===== src/rtl/irq_nest_pkg.sv =====
package irq_nest_pkg;

    localparam int VEC_W = 3;
    localparam int NVEC  = 5;

    typedef enum logic [1:0] {
        CTX_NORM     = 2'd0,
        CTX_MASK     = 2'd1,
        CTX_NMI      = 2'd2,
        CTX_NMI_NEST = 2'd3
    } ctx_t;

    typedef enum logic [1:0] {
        LP_RUN  = 2'd0,
        LP_WAIT = 2'd1,
        LP_STOP = 2'd2,
        LP_RSVD = 2'd3
    } lp_t;

    typedef struct packed {
        logic             valid;
        logic [VEC_W-1:0] vec;
    } grant_t;

    // lowest-numbered pending vector wins
    function automatic grant_t pick_vec(input logic [NVEC-1:0] pend);
        grant_t g;
        g = '0;
        for (int i = NVEC - 1; i >= 0; i--) begin
            if (pend[i]) begin
                g.valid = 1'b1;
                g.vec   = VEC_W'(i);
            end
        end
        return g;
    endfunction

endpackage


===== src/rtl/irq_nmi_edge.sv =====
module irq_nmi_edge (
    input  logic clk,
    input  logic rst,
    input  logic nmi_n,
    input  logic ack_nmi,
    output logic nmi_pend
);
    logic sync1, sync2, sync3;
    logic fall;

    always_ff @(posedge clk) begin
        if (rst) begin
            sync1 <= 1'b1;
            sync2 <= 1'b1;
            sync3 <= 1'b1;
        end else begin
            sync1 <= nmi_n;
            sync2 <= sync1;
            sync3 <= sync2;
        end
    end

    assign fall = sync3 & ~sync2;

    always_ff @(posedge clk) begin
        if (rst)          nmi_pend <= 1'b0;
        else if (fall)    nmi_pend <= 1'b1;
        else if (ack_nmi) nmi_pend <= 1'b0;
    end


    nmi_ack_clear_chk: assert property (@(posedge clk) disable iff (rst)
        (ack_nmi && !fall) |=> !nmi_pend);


    nmi_edge_set_chk: assert property (@(posedge clk) disable iff (rst)
        fall |=> nmi_pend);

endmodule


===== src/rtl/irq_src_pend.sv =====
module irq_src_pend #(
    parameter int          NPER          = 4,
    parameter logic [NPER-1:0] PER_VEC4_MASK = '0,
    parameter logic [NPER-1:0] PER_STOP_MASK = '0
) (
    input  logic                          clk,
    input  logic                          rst,
    input  logic                          glb_en,
    input  logic [1:0]                    ext_req,
    input  logic [1:0]                    ext_en,
    input  logic [NPER-1:0]               per_flag,
    input  logic [NPER-1:0]               per_en,
    input  logic                          nmi_pend,
    output logic [irq_nest_pkg::NVEC-1:0] pend,
    output logic                          stop_src
);
    logic [NPER-1:0] hit;
    logic [NPER-1:0] to_v3;
    logic [NPER-1:0] to_v4;
    logic [NPER-1:0] stop_hit;

    for (genvar k = 0; k < NPER; k++) begin : g_per
        assign hit[k]      = per_flag[k] & per_en[k] & glb_en;
        assign stop_hit[k] = hit[k] & PER_STOP_MASK[k];
        if (PER_VEC4_MASK[k]) begin : g_v4
            assign to_v4[k] = hit[k];
            assign to_v3[k] = 1'b0;
        end else begin : g_v3
            assign to_v3[k] = hit[k];
            assign to_v4[k] = 1'b0;
        end
    end

    assign pend[0] = nmi_pend;
    assign pend[1] = ext_req[0] & ext_en[0] & glb_en;
    assign pend[2] = ext_req[1] & ext_en[1] & glb_en;
    assign pend[3] = |to_v3;
    assign pend[4] = |to_v4;

    assign stop_src = nmi_pend | pend[1] | pend[2] | (|stop_hit);


    glb_gate_chk: assert property (@(posedge clk) disable iff (rst)
        !glb_en |-> (pend[4:1] == '0));


    per_quiet_chk: assert property (@(posedge clk) disable iff (rst)
        (per_flag == '0) |-> (pend[4:3] == '0));

endmodule


===== src/rtl/irq_ctx_fsm.sv =====
module irq_ctx_fsm
    import irq_nest_pkg::*;
(
    input  logic            clk,
    input  logic            rst,
    input  logic [NVEC-1:0] pend,
    input  logic            ack,
    input  logic            rti,
    output grant_t          grant,
    output logic            ack_nmi,
    output ctx_t            ctx
);
    ctx_t ctx_nx;

    always_comb begin
        grant = '0;
        unique case (ctx)
            CTX_NORM: grant = pick_vec(pend);
            CTX_MASK: begin
                grant.valid = pend[0];
                grant.vec   = '0;
            end
            default:  grant = '0;
        endcase
    end

    assign ack_nmi = ack && grant.valid && (grant.vec == '0);

    always_comb begin
        ctx_nx = ctx;
        if (ack && grant.valid) begin
            if (grant.vec == '0)
                ctx_nx = (ctx == CTX_MASK) ? CTX_NMI_NEST : CTX_NMI;
            else
                ctx_nx = CTX_MASK;
        end else if (rti) begin
            unique case (ctx)
                CTX_NMI_NEST: ctx_nx = CTX_MASK;
                CTX_NMI:      ctx_nx = CTX_NORM;
                CTX_MASK:     ctx_nx = CTX_NORM;
                default:      ctx_nx = CTX_NORM;
            endcase
        end
    end

    always_ff @(posedge clk) begin
        if (rst) ctx <= CTX_NORM;
        else     ctx <= ctx_nx;
    end


    no_mask_nest_chk: assert property (@(posedge clk) disable iff (rst)
        (grant.valid && ctx != CTX_NORM) |-> (grant.vec == '0));


    no_nmi_in_nmi_chk: assert property (@(posedge clk) disable iff (rst)
        (ctx == CTX_NMI || ctx == CTX_NMI_NEST) |-> !grant.valid);


    nest_return_chk: assert property (@(posedge clk) disable iff (rst)
        (ctx == CTX_NMI_NEST && rti && !ack) |=> (ctx == CTX_MASK));


    idle_ack_chk: assert property (@(posedge clk) disable iff (rst)
        (!grant.valid && !rti) |=> $stable(ctx));


    reset_ctx_chk: assert property (@(posedge clk)
        rst |=> (ctx == CTX_NORM));

endmodule


===== src/rtl/irq_nest_ctrl.sv =====
module irq_nest_ctrl
    import irq_nest_pkg::*;
#(
    parameter int              NPER          = 4,
    parameter logic [NPER-1:0] PER_VEC4_MASK = 4'b1100,
    parameter logic [NPER-1:0] PER_STOP_MASK = 4'b0101
) (
    input  logic             clk,
    input  logic             rst,
    input  logic             nmi_n,
    input  logic [1:0]       ext_req,
    input  logic [1:0]       ext_en,
    input  logic             glb_en,
    input  logic [NPER-1:0]  per_flag,
    input  logic [NPER-1:0]  per_en,
    input  logic [1:0]       lp_mode,
    input  logic             ack,
    input  logic             rti,
    output logic             irq_req,
    output logic [VEC_W-1:0] irq_vec,
    output logic             wake,
    output logic [1:0]       ctx
);
    logic            nmi_pend;
    logic            ack_nmi;
    logic [NVEC-1:0] pend;
    logic            stop_src;
    grant_t          grant;
    ctx_t            ctx_q;

    irq_nmi_edge u_nmi (
        .clk      (clk),
        .rst      (rst),
        .nmi_n    (nmi_n),
        .ack_nmi  (ack_nmi),
        .nmi_pend (nmi_pend)
    );

    irq_src_pend #(
        .NPER          (NPER),
        .PER_VEC4_MASK (PER_VEC4_MASK),
        .PER_STOP_MASK (PER_STOP_MASK)
    ) u_pend (
        .clk      (clk),
        .rst      (rst),
        .glb_en   (glb_en),
        .ext_req  (ext_req),
        .ext_en   (ext_en),
        .per_flag (per_flag),
        .per_en   (per_en),
        .nmi_pend (nmi_pend),
        .pend     (pend),
        .stop_src (stop_src)
    );

    irq_ctx_fsm u_ctx (
        .clk     (clk),
        .rst     (rst),
        .pend    (pend),
        .ack     (ack),
        .rti     (rti),
        .grant   (grant),
        .ack_nmi (ack_nmi),
        .ctx     (ctx_q)
    );

    assign irq_req = grant.valid;
    assign irq_vec = grant.vec;
    assign ctx     = ctx_q;

    always_comb begin
        unique case (lp_t'(lp_mode))
            LP_WAIT: wake = |pend;
            LP_STOP: wake = stop_src;
            default: wake = 1'b0;
        endcase
    end


    run_no_wake_chk: assert property (@(posedge clk) disable iff (rst)
        (lp_mode == 2'd0 || lp_mode == 2'd3) |-> !wake);


    stop_implies_wait_chk: assert property (@(posedge clk) disable iff (rst)
        (lp_mode == 2'd2 && wake) |-> (pend != '0));

endmodule


===== config.mk =====
export PLATFORM = sky130hd
export DESIGN_NAME = irq_nest_ctrl
export DESIGN_NICKNAME = d
export VERILOG_FILES = /design/src/rtl/irq_nest_pkg.sv /design/src/rtl/irq_nmi_edge.sv /design/src/rtl/irq_src_pend.sv /design/src/rtl/irq_ctx_fsm.sv /design/src/rtl/irq_nest_ctrl.sv
export SDC_FILE = /design/constraint.sdc
export NUM_CORES = 1
export LEC_CHECK = 0
export BUFFER_PORTS_ARGS = -buffer_cell sky130_fd_sc_hd__buf_2
export CELL_PAD_IN_SITES_DETAIL_PLACEMENT = 1
export CELL_PAD_IN_SITES_GLOBAL_PLACEMENT = 2
export CORE_UTILIZATION = 20
export DETAILED_ROUTE_END_ITERATION = 8
export PLACE_DENSITY_LB_ADDON = 0.25
export SLEW_MARGIN = 30
export SYNTH_ARGS = -nofsm -noshare
export SYNTH_HDL_FRONTEND = slang
export SYNTH_SLANG_ARGS = --single-unit

===== constraint.sdc =====
create_clock -name clk -period 1.9 [get_ports clk]
set_clock_uncertainty 0.1 [all_clocks]
set_input_delay 0.095 -clock clk [delete_from_list [all_inputs] [get_ports clk]]
set_output_delay 0.095 -clock clk [all_outputs]
set_load 0.01 [all_outputs]

==> results, run 1 <==
- The transition at the pin with the smallest max-transition slack is 0.470 ns.
- The tightest hold path in the finished design has a slack of 0.00241 ns.
- The final period demand of the worst path is 1.60 ns.
- The number of antenna diodes in the final layout is 0.
- Input and output buffers added on the ports amount to 26.
- The floorplan step defined a die boundary enclosing 2120 µm².
- The kind of launch point of the worst setup path is a register.
- The number of nets in the final layout is 102.
- The number of clock sinks is 6.
- Cell internal power was estimated by the tool at ~250 µW.
- The post-place instance area is 549 µm².
- Row generation in the floorplan step produced 15 rows.
- Global routing finished with a remaining overflow of 0.
- The warning count from the yosys run is 0.
- The number of unique standard cell types used by synthesis is 25.
- The die extent in x is 46.0 µm.
- CTS placed an instance of sky130_fd_sc_hd__clkbuf_4 at the clock tree root.
- In this run, synthesis produced a sequential element count of 6.
- In this run, flip-flops and latches consume 40.5% of the power.
- TritonCTS built the clock tree.
- The cell area that synthesis handed to floorplanning was 388 µm².
- The global placer's final weighted congestion is 0.755.
- The portion of the post-synthesis area used by sequential elements is 31.0%.
- After detailed routing, the number of vias per cell comes to around 4.5.
- The clock passes through at most 2 buffers.
- The clock reaches the later pin of the worst-skew pair after approximately 0.24 ns.
- The clock transition at the registers of the reported paths is 0.04 ns.
- The data required time of the worst path is 1.70 ns.
- Entering global routing, the biggest net connects 8 pins.
- Summing all non-filler instances in the final layout gives an area of 588 µm².
- The number of failing setup endpoints in the final timing report is 0.
- The leading cell type in the layout, fill and taps excluded is sky130_fd_sc_hd__buf_2.
- The number of cells traversed by the worst register-to-register path is 3.
- The ratio of cells with drive above 1 in the final layout is between 40% and 50%.
- The source of the worst hold timing path is rst.
- In this run the tightest slew margin relative to its limit is 68.7%.
- The most used flip-flop cell after synthesis is sky130_fd_sc_hd__dfxtp_1.
- In the post-synthesis netlist, the biggest area contributors are sky130_fd_sc_hd__dfxtp_1 31%, sky130_fd_sc_hd__nand2_1 6.8%, sky130_fd_sc_hd__ha_1 6.5%.
- Of all nets on the critical path, the largest fanout is 5.
- In this run the standard cell core region covers ~1800 µm².
- The endpoint identified for the worst register-to-register timing path is u_ctx.ctx[0].
- For this block, the initial DRC count from the detailed router was 5.
- In this run the power spent charging and discharging nets is around 87 µW.
- The final wirelength is 1050 µm.
- For this run, design rule violations remaining after detail routing come to 0.
- The library cells used most frequently in the layout, excluding fill and tap cells, are 26 x sky130_fd_sc_hd__buf_2, 7 x sky130_fd_sc_hd__nand2_1, 6 x sky130_fd_sc_hd__inv_1, 6 x sky130_fd_sc_hd__dfxtp_1.
- The via count is 459.
- Summed over all instances, the cell type with the most area after synthesis is sky130_fd_sc_hd__dfxtp_1.
- The worst hold path passes through 2 cells.
- The combinational power share is 25.9%.
- The wire length of the first global-routing pass is 1640 µm.
- After detailed routing, the average wire length per cell comes to 10.2 µm.
- The floorplan step set the die height to about 46 µm.
- The worst hold endpoint is u_nmi.nmi_pend.
- For this configuration, the core starts out at a cell density of 22.0%.
- The number of buffers created by CTS is 3.
- The count of pins over their slew limit is 0.
- The count of maximum capacitance violations is 0.
- The number of antenna-violating nets in the routed design is 0.
- The min-delay analysis places its worst path in the category in -> reg.
- The number of instances in the synthesized netlist is 48.
- The pre-antenna-repair detailed-routing pass consisted of 4 iterations.
- The worst setup path is captured at an output port.
- Global routing consumed, over all layers together, roughly 11% of the routing resources.
- The final cycle utilization of the critical path is 84.2%.
- Power spread over the standard cell area amounts to 567 nW/µm².
- The post-synthesis to final-layout area growth is 51.6%.
- The HPWL after detailed placement is 911 µm.
- The number of nets in the synthesized netlist is 70.
- The number of global-route vias before repair came to 420.
- The maximum clock rate is 625 MHz.
- The top-level port count is 27.
- The clock group share of total power is 33.6%.
- For the final routed database, the setup TNS stands at 0 ns.
- CTS built an H-tree with a depth of 1.
- Net switching is 26.0% of the power.
- The worst reg-to-reg setup slack is 0.73 ns.
- The worst register-to-register path begins at u_nmi.nmi_pend.
- The synthesized area per cell is 8.08 µm².
- After synthesis, the largest area contributor takes up 31.0% of total cell area.
- For this design the static power due to leakage is 0.291 nW.
- The flow ran to the end, and the final reports show no timing, DRC or antenna violations.
- The classification of the worst setup path is reg -> out.
- The number of flops mapped to enable cells by yosys is 0.
- The worst endpoint data arrival time is 1.40 ns.
- The number of endpoints with negative hold slack in the final report is 0.
- The number of antenna violations at the first check in global routing is 0.
- The fraction of registers with async set/reset is 0%.
- The worst-case vdd ir drop is 568 µV.
- Setup repair after global routing left no endpoint under its margin.
-- layout make-up --
cell class / count / area [µm²]
fill: 233 / 1180
multi-input combinational: 36 / 251
timing repair buffer: 27 / 140
sequential: 6 / 120
tap: 25 / 31.3
clock buffer: 3 / 22.5
inverter: 6 / 22.5
-- how the worst max path moves through the flow --
stage,slack (ns),end,startpoint
2_1_floorplan,0.60,irq_vec[2],u_ctx.ctx[0]
3_3_place_gp,0.44,wake,per_flag[0]
3_5_place_dp,0.36,irq_vec[2],u_nmi.nmi_pend
4_1_cts,0.11,irq_vec[2],u_nmi.nmi_pend
5_1_grt,0.17,irq_vec[2],u_nmi.nmi_pend
6_report,0.30,irq_vec[2],u_nmi.nmi_pend
-- logic make-up after synthesis --
| kind of cell | synth area share (%) |
|---|---|
| AO/OA/AOI/OAI | 25.5 |
| buffers and inverters | 5.81 |
| flip-flops | 31.0 |
| adder cells (fa/ha/maj) | 6.45 |
| AND/OR/NAND/NOR | 28.4 |
| multiplexers | 2.90 |
-- metal layers --
metal  vias to the layer above  track usage (%)  routed length, µm
met4                         0             1.76                  5
met5                         -                0                  0
li1                        234                -                  -
met1                       201             11.3                457
met3                         2             5.16                 96
met2                        22             20.0                494
-- flip-flops by register name (all words and copies together), names as in the netlist --
register / cells
u_ctx.ctx: 2
u_nmi.nmi_pend: 1
u_nmi.sync1: 1
u_nmi.sync2: 1
u_nmi.sync3: 1
-- synth_stat cells (2+ instances only) --
cell / instances
sky130_fd_sc_hd__nor2b_1: 2
sky130_fd_sc_hd__inv_1: 6
sky130_fd_sc_hd__dfxtp_1: 6
sky130_fd_sc_hd__nand2_1: 7
sky130_fd_sc_hd__and3_1: 2
sky130_fd_sc_hd__nor2_1: 2
sky130_fd_sc_hd__a22oi_1: 2
sky130_fd_sc_hd__ha_1: 2
sky130_fd_sc_hd__or2_2: 3
-- what timing repair did --
| item | 4_1_cts | 5_1_grt |
|---|---|---|
| resized for setup | 0 | 1 |
| hold buffers | 1 | 0 |
| hold endpoints to repair | 1 | 0 |
| setup buffers | 0 | 0 |
| setup endpoints to repair | 0 | 1 |
-- metrics by stage --
stage | cells | total power [mW] | setup slack [ns] | util (%)
floorplan | 48 | 0.179 | 0.598 | -
global placement | 99 | 0.222 | 0.443 | 31.1
detailed placement | 99 | 0.223 | 0.362 | 31.1
CTS | 103 | 0.340 | 0.108 | 33.0
global route | 103 | 0.362 | 0.173 | 33.3
finish | 103 | 0.334 | 0.301 | 33.3
-- critical path: stages (launching register included) --
cell and delay (ns):
sky130_fd_sc_hd__dfxtp_1 0.35, sky130_fd_sc_hd__nor4b_2 0.41, sky130_fd_sc_hd__nand2_1 0.12, sky130_fd_sc_hd__nor3_1 0.14, sky130_fd_sc_hd__buf_2 0.15
-- power by group through the flow --
stage               clock network [mW]  logic [mW]  registers (mW)
floorplan                            0      0.0421           0.137
global route                     0.129      0.0966           0.136
CTS                              0.118      0.0875           0.135
global placement                     0      0.0850           0.137
finish                           0.112      0.0864           0.135
detailed placement                   0      0.0855           0.137
(Power assumes the default switching activity.)
==> run 2, diff against run 1 <==
ABC_AREA = 1   (was not set)
CORE_UTILIZATION = 16   (was 20)
clock period = 1.3 ns   (was 1.9 ns; I/O delays follow)
==> results, run 2 <==
- The top-level port count came to 27 (unchanged).
- The final cycle utilization of the critical path is roughly 99%.
- The total inserted antenna cells is 0 (unchanged).
- The largest net degree at the start of global routing was 7 (-1).
- The net switching fraction of the power is 32.3% (+6.3 points).
- The internal power consumption is 438 µW (+77%).
- The post-synthesis instance area is 432 µm² (+11%).
- The global placer's final weighted congestion is 0.677 (-10%).
- The worst-skew pair later-pin latency is 0.24 ns (about the same).
- The warning count from the yosys run is 0 (unchanged).
- The number of failing setup endpoints in the final timing report was 0 (unchanged).
- The leading cell type in the layout, fill and taps excluded is sky130_fd_sc_hd__buf_2.
- The maximum level of the CTS H-tree is 1 (unchanged).
- The final period demand of the worst path is between 1 and 1.5 ns.
- Setup repair after global routing could not meet its margin everywhere.
- The number of endpoints with negative hold slack in the final report came to 0 (unchanged).
- The final wirelength is 1280 µm (+21%).
- The endpoint class of the critical path is an output port.
- The footprint of the multi-input gates is 292 µm² (+16%).
- The total power is 647 µW (+94%).
- The die outline height is 53.9 µm (+17%).
- The ratio of routed vias to standard cells is 4.16 (-6.6%).
- The number of nets in the final layout is 131 (+28%).
- The tree is rooted in a sky130_fd_sc_hd__clkbuf_4.
- The power spent charging and discharging nets came to 209 µW (+140%).
- The clock transition at the registers of the reported paths came to 0.04 ns (about the same).
- From synthesis to final layout, the design area changed by 68.7%.
- The worst-case vdd ir drop is 494 µV (-13%).
- The number of clock sinks came to 6 (unchanged).
- The leading area contributor after synthesis is sky130_fd_sc_hd__dfxtp_1.
- The fill cell total of the finished layout is 337 (+45%).
- The CTS tree is built.
- The total congestion overflow is 0 (unchanged).
- The fraction of synthesized cell area taken by the top area cell type is 27.8% (-3.1 points).
- The worst-case hold slack is 0.0305 ns (+0.0281 ns).
- The overall track demand over capacity in global routing is 10.3% (-0.60 points).
- In the post-synthesis netlist, the cell with the most instances is sky130_fd_sc_hd__nand2_1.
- The flow ran to the end, and the final reports show no timing, DRC or antenna violations.
- For this design, the slowest cell found on the critical path is sky130_fd_sc_hd__dfxtp_2.
- The number of DRC markers in iteration 0 is 0 (-5).
- The number of instances in the synthesized netlist is 70 (+46%).
- The starting utilization of the core area is 17.1% (-4.9 points).
- The max-slew headroom at the worst pin is 85.7% (+17 points).
- The worst endpoint data arrival time is 1.12 ns (-0.28 ns).
- The number of nets in the synthesized netlist is 92 (+31%).
- The number of buffers created by CTS is 3 (unchanged).
- The die area is 2910 µm² (+37%).
- The count of state elements after synthesis was 6 (unchanged).
- The leakage power summed over all cells is 0.426 nW (+46%).
- The classification of the worst setup path is reg -> out.
- The number of buffers inserted by port buffering was 26 (unchanged).
- The core box area is 2520 µm² (+43%).
- The transition at the pin with the smallest max-transition slack was 0.212 ns (-0.258 ns).
- The first-pass iteration count of the detailed router is 1 (-3).
- The library cells used most frequently in the layout, excluding fill and tap cells, are 24 x sky130_fd_sc_hd__buf_2, 14 x sky130_fd_sc_hd__nand3_1, 14 x sky130_fd_sc_hd__nand2_1, 8 x sky130_fd_sc_hd__inv_1, 6 x sky130_fd_sc_hd__buf_4.
- The highest cell delay on the worst timing path is 0.31 ns (-0.10 ns).
- The number of unique standard cell types used by synthesis came to 15 (-40%).
- The wire length of the first global-routing pass is 2200 µm (+35%).
- The count of pins over their slew limit came to 0 (unchanged).
- The HPWL after detailed placement is 1120 µm (+22%).
- The cell area power density was 889 nW/µm² (+57%).
- The number of antenna violations at the first check in global routing was 0 (unchanged).
- The most numerous cell on the critical path is sky130_fd_sc_hd__nand2_1.
- The commonest cells after synthesis are 16 x sky130_fd_sc_hd__nand2_1, 15 x sky130_fd_sc_hd__nand3_1, 12 x sky130_fd_sc_hd__inv_1, 6 x sky130_fd_sc_hd__dfxtp_1, 6 x sky130_fd_sc_hd__nor2_1.
- The most used flip-flop cell after synthesis is sky130_fd_sc_hd__dfxtp_1.
- By area the synthesized netlist is led by sky130_fd_sc_hd__dfxtp_1 28%, sky130_fd_sc_hd__nand3_1 17%, sky130_fd_sc_hd__nand2_1 14%.
- The number of antenna-violating nets in the routed design is 0 (unchanged).
- The combinational power share is 42.5% (+17 points).
- The ratio of cells with drive above 1 in the final layout is 50.5% (+4.3 points).
- Grouping stages by cell kind, the critical path spends the most delay in simple AND/OR/NAND/NOR gates.
- The number of flops mapped to enable cells by yosys was 0 (unchanged).
- The area of all sequential standard cells is 124 µm² (+3.1%).
- The DRC violation count after routing is 0 (unchanged).
- The largest fanout on the critical path is 2 (-3).
- The cell row count came to 18 (+3).
- The die extent in x was 53.9 µm (+17%).
- The clock group share of total power is 25.4% (-8.2 points).
- The via count came to 570 (+24%).
- The count of maximum capacitance violations was 0 (unchanged).
- The buffer levels on the longest clock path was 2 (unchanged).
- Traced cell by cell, the critical path runs through inv_2 > nand2_2 > nor2_1 > nand2_1 > nand2_1 > a21oi_2 > buf_2.
- The maximum clock rate is between 700 and 800 MHz.
- The average wire per cell in the routed design came to 9.32 µm (-8.8%).
- The number of global-route vias before repair is 590 (+40%).
- The class of the worst hold path is in -> reg.
- The number of flip-flops in the largest register came to 2 (unchanged).
- The register share of total power is 32.1% (-8.4 points).
- The fraction of registers with async set/reset was 0% (unchanged).
- The register with the highest flop count is u_ctx.ctx.
- The kind of launch point of the worst setup path is a register.
- The synthesized area per cell is 6.17 µm² (-24%).
- The portion of the post-synthesis area used by sequential elements is 27.8% (-3.1 points).
- The count of buffering cells on the critical path with inverters included is 2 (+1).
- The data required time of the worst path is 1.13 ns (-0.57 ns).
[run 2: cell count changes after synthesis, sizes merged, moves of 2 or more]
cell	delta
nor2b	-2
inv	+6
a22oi	-2
nor2	+5
nand2	+12
a21oi	+2
and3	-2
nand3	+14
[run 2: path summary, 6_finish.rpt]
check | start | end | slack (ns) | cells past startpoint
max | u_nmi.nmi_pend | wake | 0.01 | 7
min | rti | u_ctx.ctx[0] | 0.03 | 4
max reg2reg | u_ctx.ctx[0] | u_ctx.ctx[0] | 0.07 | 8
min reg2reg | u_nmi.sync1 | u_nmi.sync2 | 0.32 | 1
[run 2: per-stage QoR]
stage                     TNS (ns)  setup slack [ns]  utilization [%]  cell area (µm²)  std cells
after global placement           0            0.0452             25.2              637        131
after global routing        -0.410           -0.0902             28.9              728        137
after CTS                   -0.101           -0.0522             28.0              707        137
final                            0            0.0114             28.9              728        137
after floorplan                  0            0.0738                -              432         70
after detailed placement         0            0.0440             25.2              637        131
[run 2: logic make-up (layout without fill, tap and decap cells)]
logic type                 after synthesis  count (layout)  synth area share [%]
and+or+nand+nor                         45              45                  49.6
adders and majority gates                2               2                  5.80
DFF                                      6               6                  27.8
buffers and inverters                   12              49                  10.4
AOI/OAI and AO/OA                        5               5                  6.38
[run 2: layout make-up]
type                            count  share of cell area [%]
Clock buffer                        3                    3.09
Inverter                           12                    6.19
Multi-Input combinational cell     52                    40.0
Sequential cell                     6                    17.0
Tap cell                           30                    5.15
Timing Repair Buffer               34                    28.5
[run 2: timing repair]
item / 4_1_cts / 5_1_grt
hold buffers: 2 / 0
resized for setup: 7 / 9
endpoints found under the hold margin: 3 / 0
pin swaps: 6 / 6
setup buffers: 1 / 0
endpoints found under the setup margin: 4 / 8
cloned: 0 / 0
[run 2: power by group through the flow]
stage / sequential [mW] / combinational, mW / clock, mW
floorplan: 0.213 / 0.124 / 0
global placement: 0.207 / 0.237 / 0
detailed placement: 0.207 / 0.239 / 0
CTS: 0.207 / 0.261 / 0.180
global route: 0.209 / 0.314 / 0.183
finish: 0.208 / 0.275 / 0.164
[run 2: layer usage]
metal	track usage, %	up-vias	part of all wire, %
li1	-	297	-
met1	11.0	266	44
met2	19.1	7	54
met3	1.69	0	1.5
met4	5.26	0	0
met5	0	-	0
[run 2: worst min-delay path, cell delays in order]
cell and delay (ns):
sky130_fd_sc_hd__buf_2 0.09, sky130_fd_sc_hd__a21oi_1 0.04, sky130_fd_sc_hd__nor2_1 0.09, sky130_fd_sc_hd__nor2_1 0.04
==> run 3, diff against run 2 <==
CORE_MARGIN = 10   (was not set)
==> results, run 3 (synthesis results as in run 2) <==
- The number of antenna violations at the first check in global routing came to 0 (unchanged).
- The number of endpoints with negative hold slack in the final report is 0 (unchanged).
- The max-slew headroom at the worst pin was 86.4% (+0.73 points).
- The register with the highest flop count is u_ctx.ctx.
- The via count is 558 (-2.1%).
- The worst slack after detailed placement came to 0.0470 ns (+0.00305 ns).
- The ratio of routed vias to standard cells is 4.10 (-1.4%).
- The highest cell delay on the worst timing path is 0.31 ns (about the same).
- The final period demand of the worst path is 1.30 ns (+0.0117 ns).
- The ratio of cells with drive above 1 in the final layout came to 52.8% (+2.4 points).
- The die extent in x is 71.9 µm (+33%).
- The transition at the pin with the smallest max-transition slack is 0.202 ns (-0.0108 ns).
- The cell depth of the worst min-delay path is 4 (unchanged).
- The most critical setup path has its startpoint at u_nmi.nmi_pend.
- The worst hold path belongs to the class in -> reg.
- The number of global-route vias before repair is 630 (+6.8%).
- From synthesis to final layout, the design area changed by 72.2%.
- The worst-case hold slack is 0.00755 ns (-0.0230 ns).
- The number of flip-flops in the largest register is 2 (unchanged).
- The top cell types in the final layout, fill and taps aside, are 24 x sky130_fd_sc_hd__buf_2, 13 x sky130_fd_sc_hd__nand2_1, 12 x sky130_fd_sc_hd__nand3_1, 9 x sky130_fd_sc_hd__inv_1.
- The number of antenna-violating nets in the routed design came to 0 (unchanged).
- The number of cells traversed by the worst register-to-register path came to 8 (unchanged).
- The leakage power summed over all cells is 0.425 nW (about the same).
- The total congestion overflow was 0 (unchanged).
- The fill cell total of the finished layout is 343 (+1.8%).
- The number of DRC markers in iteration 0 is 12 (+12).
- The number of buffers inserted to repair setup after CTS is 0 (-1).
- The clock root buffer is sky130_fd_sc_hd__clkbuf_4.
- The clock transition at the registers of the reported paths came to 0.04 ns (about the same).
- The cell area power density is 899 nW/µm² (+1.1%).
- The checks that failed: setup timing.
- The critical register-to-register path endpoint is u_ctx.ctx[0].
- The HPWL after detailed placement was 1340 µm (+20%).
- The count of maximum capacitance violations is 0 (unchanged).
- The flow ran to the end, but the final reports show violations.
- The largest net degree at the start of global routing is 7 (unchanged).
- The DRC violation count after routing is 0 (unchanged).
- On the critical path, the stage with the largest delay is an instance of sky130_fd_sc_hd__dfxtp_2.
- The buffer levels on the longest clock path is 2 (unchanged).
- The data required time of the worst path is 1.13 ns (about the same).
- The largest fanout on the critical path was 5 (+3).
- The number of buffers inserted by port buffering came to 26 (unchanged).
- Setup repair after global routing could not meet its margin everywhere.
- The die outline height came to 71.9 µm (+33%).
- The setup path with the least slack is of type reg -> out.
- The worst reg-to-reg setup slack came to 0.05 ns (-0.02 ns).
- The wire length of the first global-routing pass is 2650 µm (+20%).
- The worst hold path begins at rti.
- The final critical-path setup slack is -0.000330 ns (-0.0117 ns).
- Walking the worst path, the cells encountered are inv_2 > nand2_2 > nor2_1 > nand2_1 > nand2_2 > nand2_4 > buf_6.
- The count of pins over their slew limit is 0 (unchanged).
- The top-level port count came to 27 (unchanged).
- The total inserted antenna cells is 0 (unchanged).
- The worst-case vdd ir drop came to 498 µV (+0.84%).
- The overall track demand over capacity in global routing is 6.13% (-4.2 points).
- The final cycle utilization of the critical path is 100% (+0.90 points).
- The number of nets in the final layout is 130 (-0.76%).
- The first-pass iteration count of the detailed router came to 3 (+2).
- The worst-skew pair later-pin latency is 0.24 ns (about the same).
- The maximum clock rate was 769 MHz (-0.90%).
- The final wirelength is 1550 µm (+22%).
- The number of clock sinks is 6 (unchanged).
- The startpoint of the most critical register-to-register path is u_ctx.ctx[0].
- The worst hold endpoint is u_ctx.ctx[0].
- The number of failing setup endpoints in the final timing report is 1 (+1).
- The CTS tree is built.
- The worst endpoint data arrival time is 1.14 ns (+0.02 ns).
- The global placer's final weighted congestion is 0.714 (+5.4%).
- The worst setup path is captured at an output port.
- STA classifies the critical path startpoint as a register.
- The most numerous cell on the critical path is sky130_fd_sc_hd__nand2_2.
- The maximum level of the CTS H-tree is 1 (unchanged).
- The die area is 5180 µm² (+78%).
- The core box area came to 2520 µm² (unchanged).
- The leading cell type in the layout, fill and taps excluded is sky130_fd_sc_hd__buf_2.
- The starting utilization of the core area is 17.1% (unchanged).
- The number of buffers created by CTS came to 3 (unchanged).
- The average wire per cell in the routed design was 11.4 µm (+22%).
- The cell row count is 18 (unchanged).
==> run 3: cell count changes in the layout (fill, tap and decap cells not counted) <==
cell,previous run,this run
sky130_fd_sc_hd__buf_4,6,5
sky130_fd_sc_hd__inv_1,8,9
sky130_fd_sc_hd__inv_2,4,3
sky130_fd_sc_hd__nand2_1,14,13
sky130_fd_sc_hd__nand2_2,4,5
sky130_fd_sc_hd__nand3_1,14,12
sky130_fd_sc_hd__nand3_2,1,3
sky130_fd_sc_hd__nor2_1,5,4
sky130_fd_sc_hd__nor2_2,1,2
sky130_fd_sc_hd__o21bai_2,1,0
sky130_fd_sc_hd__o21bai_4,0,1
==> run 3: through the flow <==
step | setup TNS, ns | utilization, % | instances | power [mW] | cell area, µm²
finish | -0.000330 | 29.5 | 136 | 0.668 | 743
global route | -0.416 | 29.5 | 136 | 0.727 | 743
CTS | -0.0804 | 27.6 | 136 | 0.647 | 696
detailed placement | 0 | 25.2 | 131 | 0.447 | 637
global placement | 0 | 25.2 | 131 | 0.446 | 637
floorplan | 0 | - | 70 | 0.337 | 432
==> run 3: per-layer routing <==
metal,GRT usage [%],vias up,part of all wire [%]
met4,3.23,0,0.26
met2,12.3,7,59
met1,5.77,255,38
met3,0.952,2,2.0
met5,0,-,0
li1,-,294,-
==> run 3: how the worst max path moves through the flow <==
stage / to / slack (ns) / cells past startpoint
2_1_floorplan: u_ctx.ctx[0] / 0.07 / 8
3_3_place_gp: u_nmi.nmi_pend / 0.04 / 10
3_5_place_dp: u_nmi.nmi_pend / 0.05 / 9
4_1_cts: wake / -0.03 / 7
5_1_grt: irq_vec[2] / -0.11 / 6
6_report: irq_req / -0.0003 / 7
==> run 3: cell type report <==
type	instances	area, µm²	share of cell area [%]
repair buffers	33	200	26.9
clock buffers	3	22.5	3.03
inverters	12	45.0	6.06
well taps	30	37.5	5.05
flip-flops and latches	6	124	16.7
multi-input cells	52	314	42.3
==> run 3: critical path: cells and delay by family, from the launching register on <==
kind                   cells  cell delay (ns)
AND/OR/NAND/NOR            5             0.39
flip-flops                 1             0.31
buffers and inverters      2             0.19
==> run 3: where the power goes <==
| group | internal, mW | switching, mW |
|---|---|---|
| clock | 0.104 | 0.0642 |
| combinational | 0.142 | 0.150 |
| sequential | 0.199 | 0.00904 |
==> run 3: what timing repair did <==
item / CTS / global route
hold buffers: 2 / 0
gates resized for setup: 6 / 14
pin swaps: 6 / 8
hold endpoints to repair: 3 / 0
setup endpoints to repair: 4 / 8
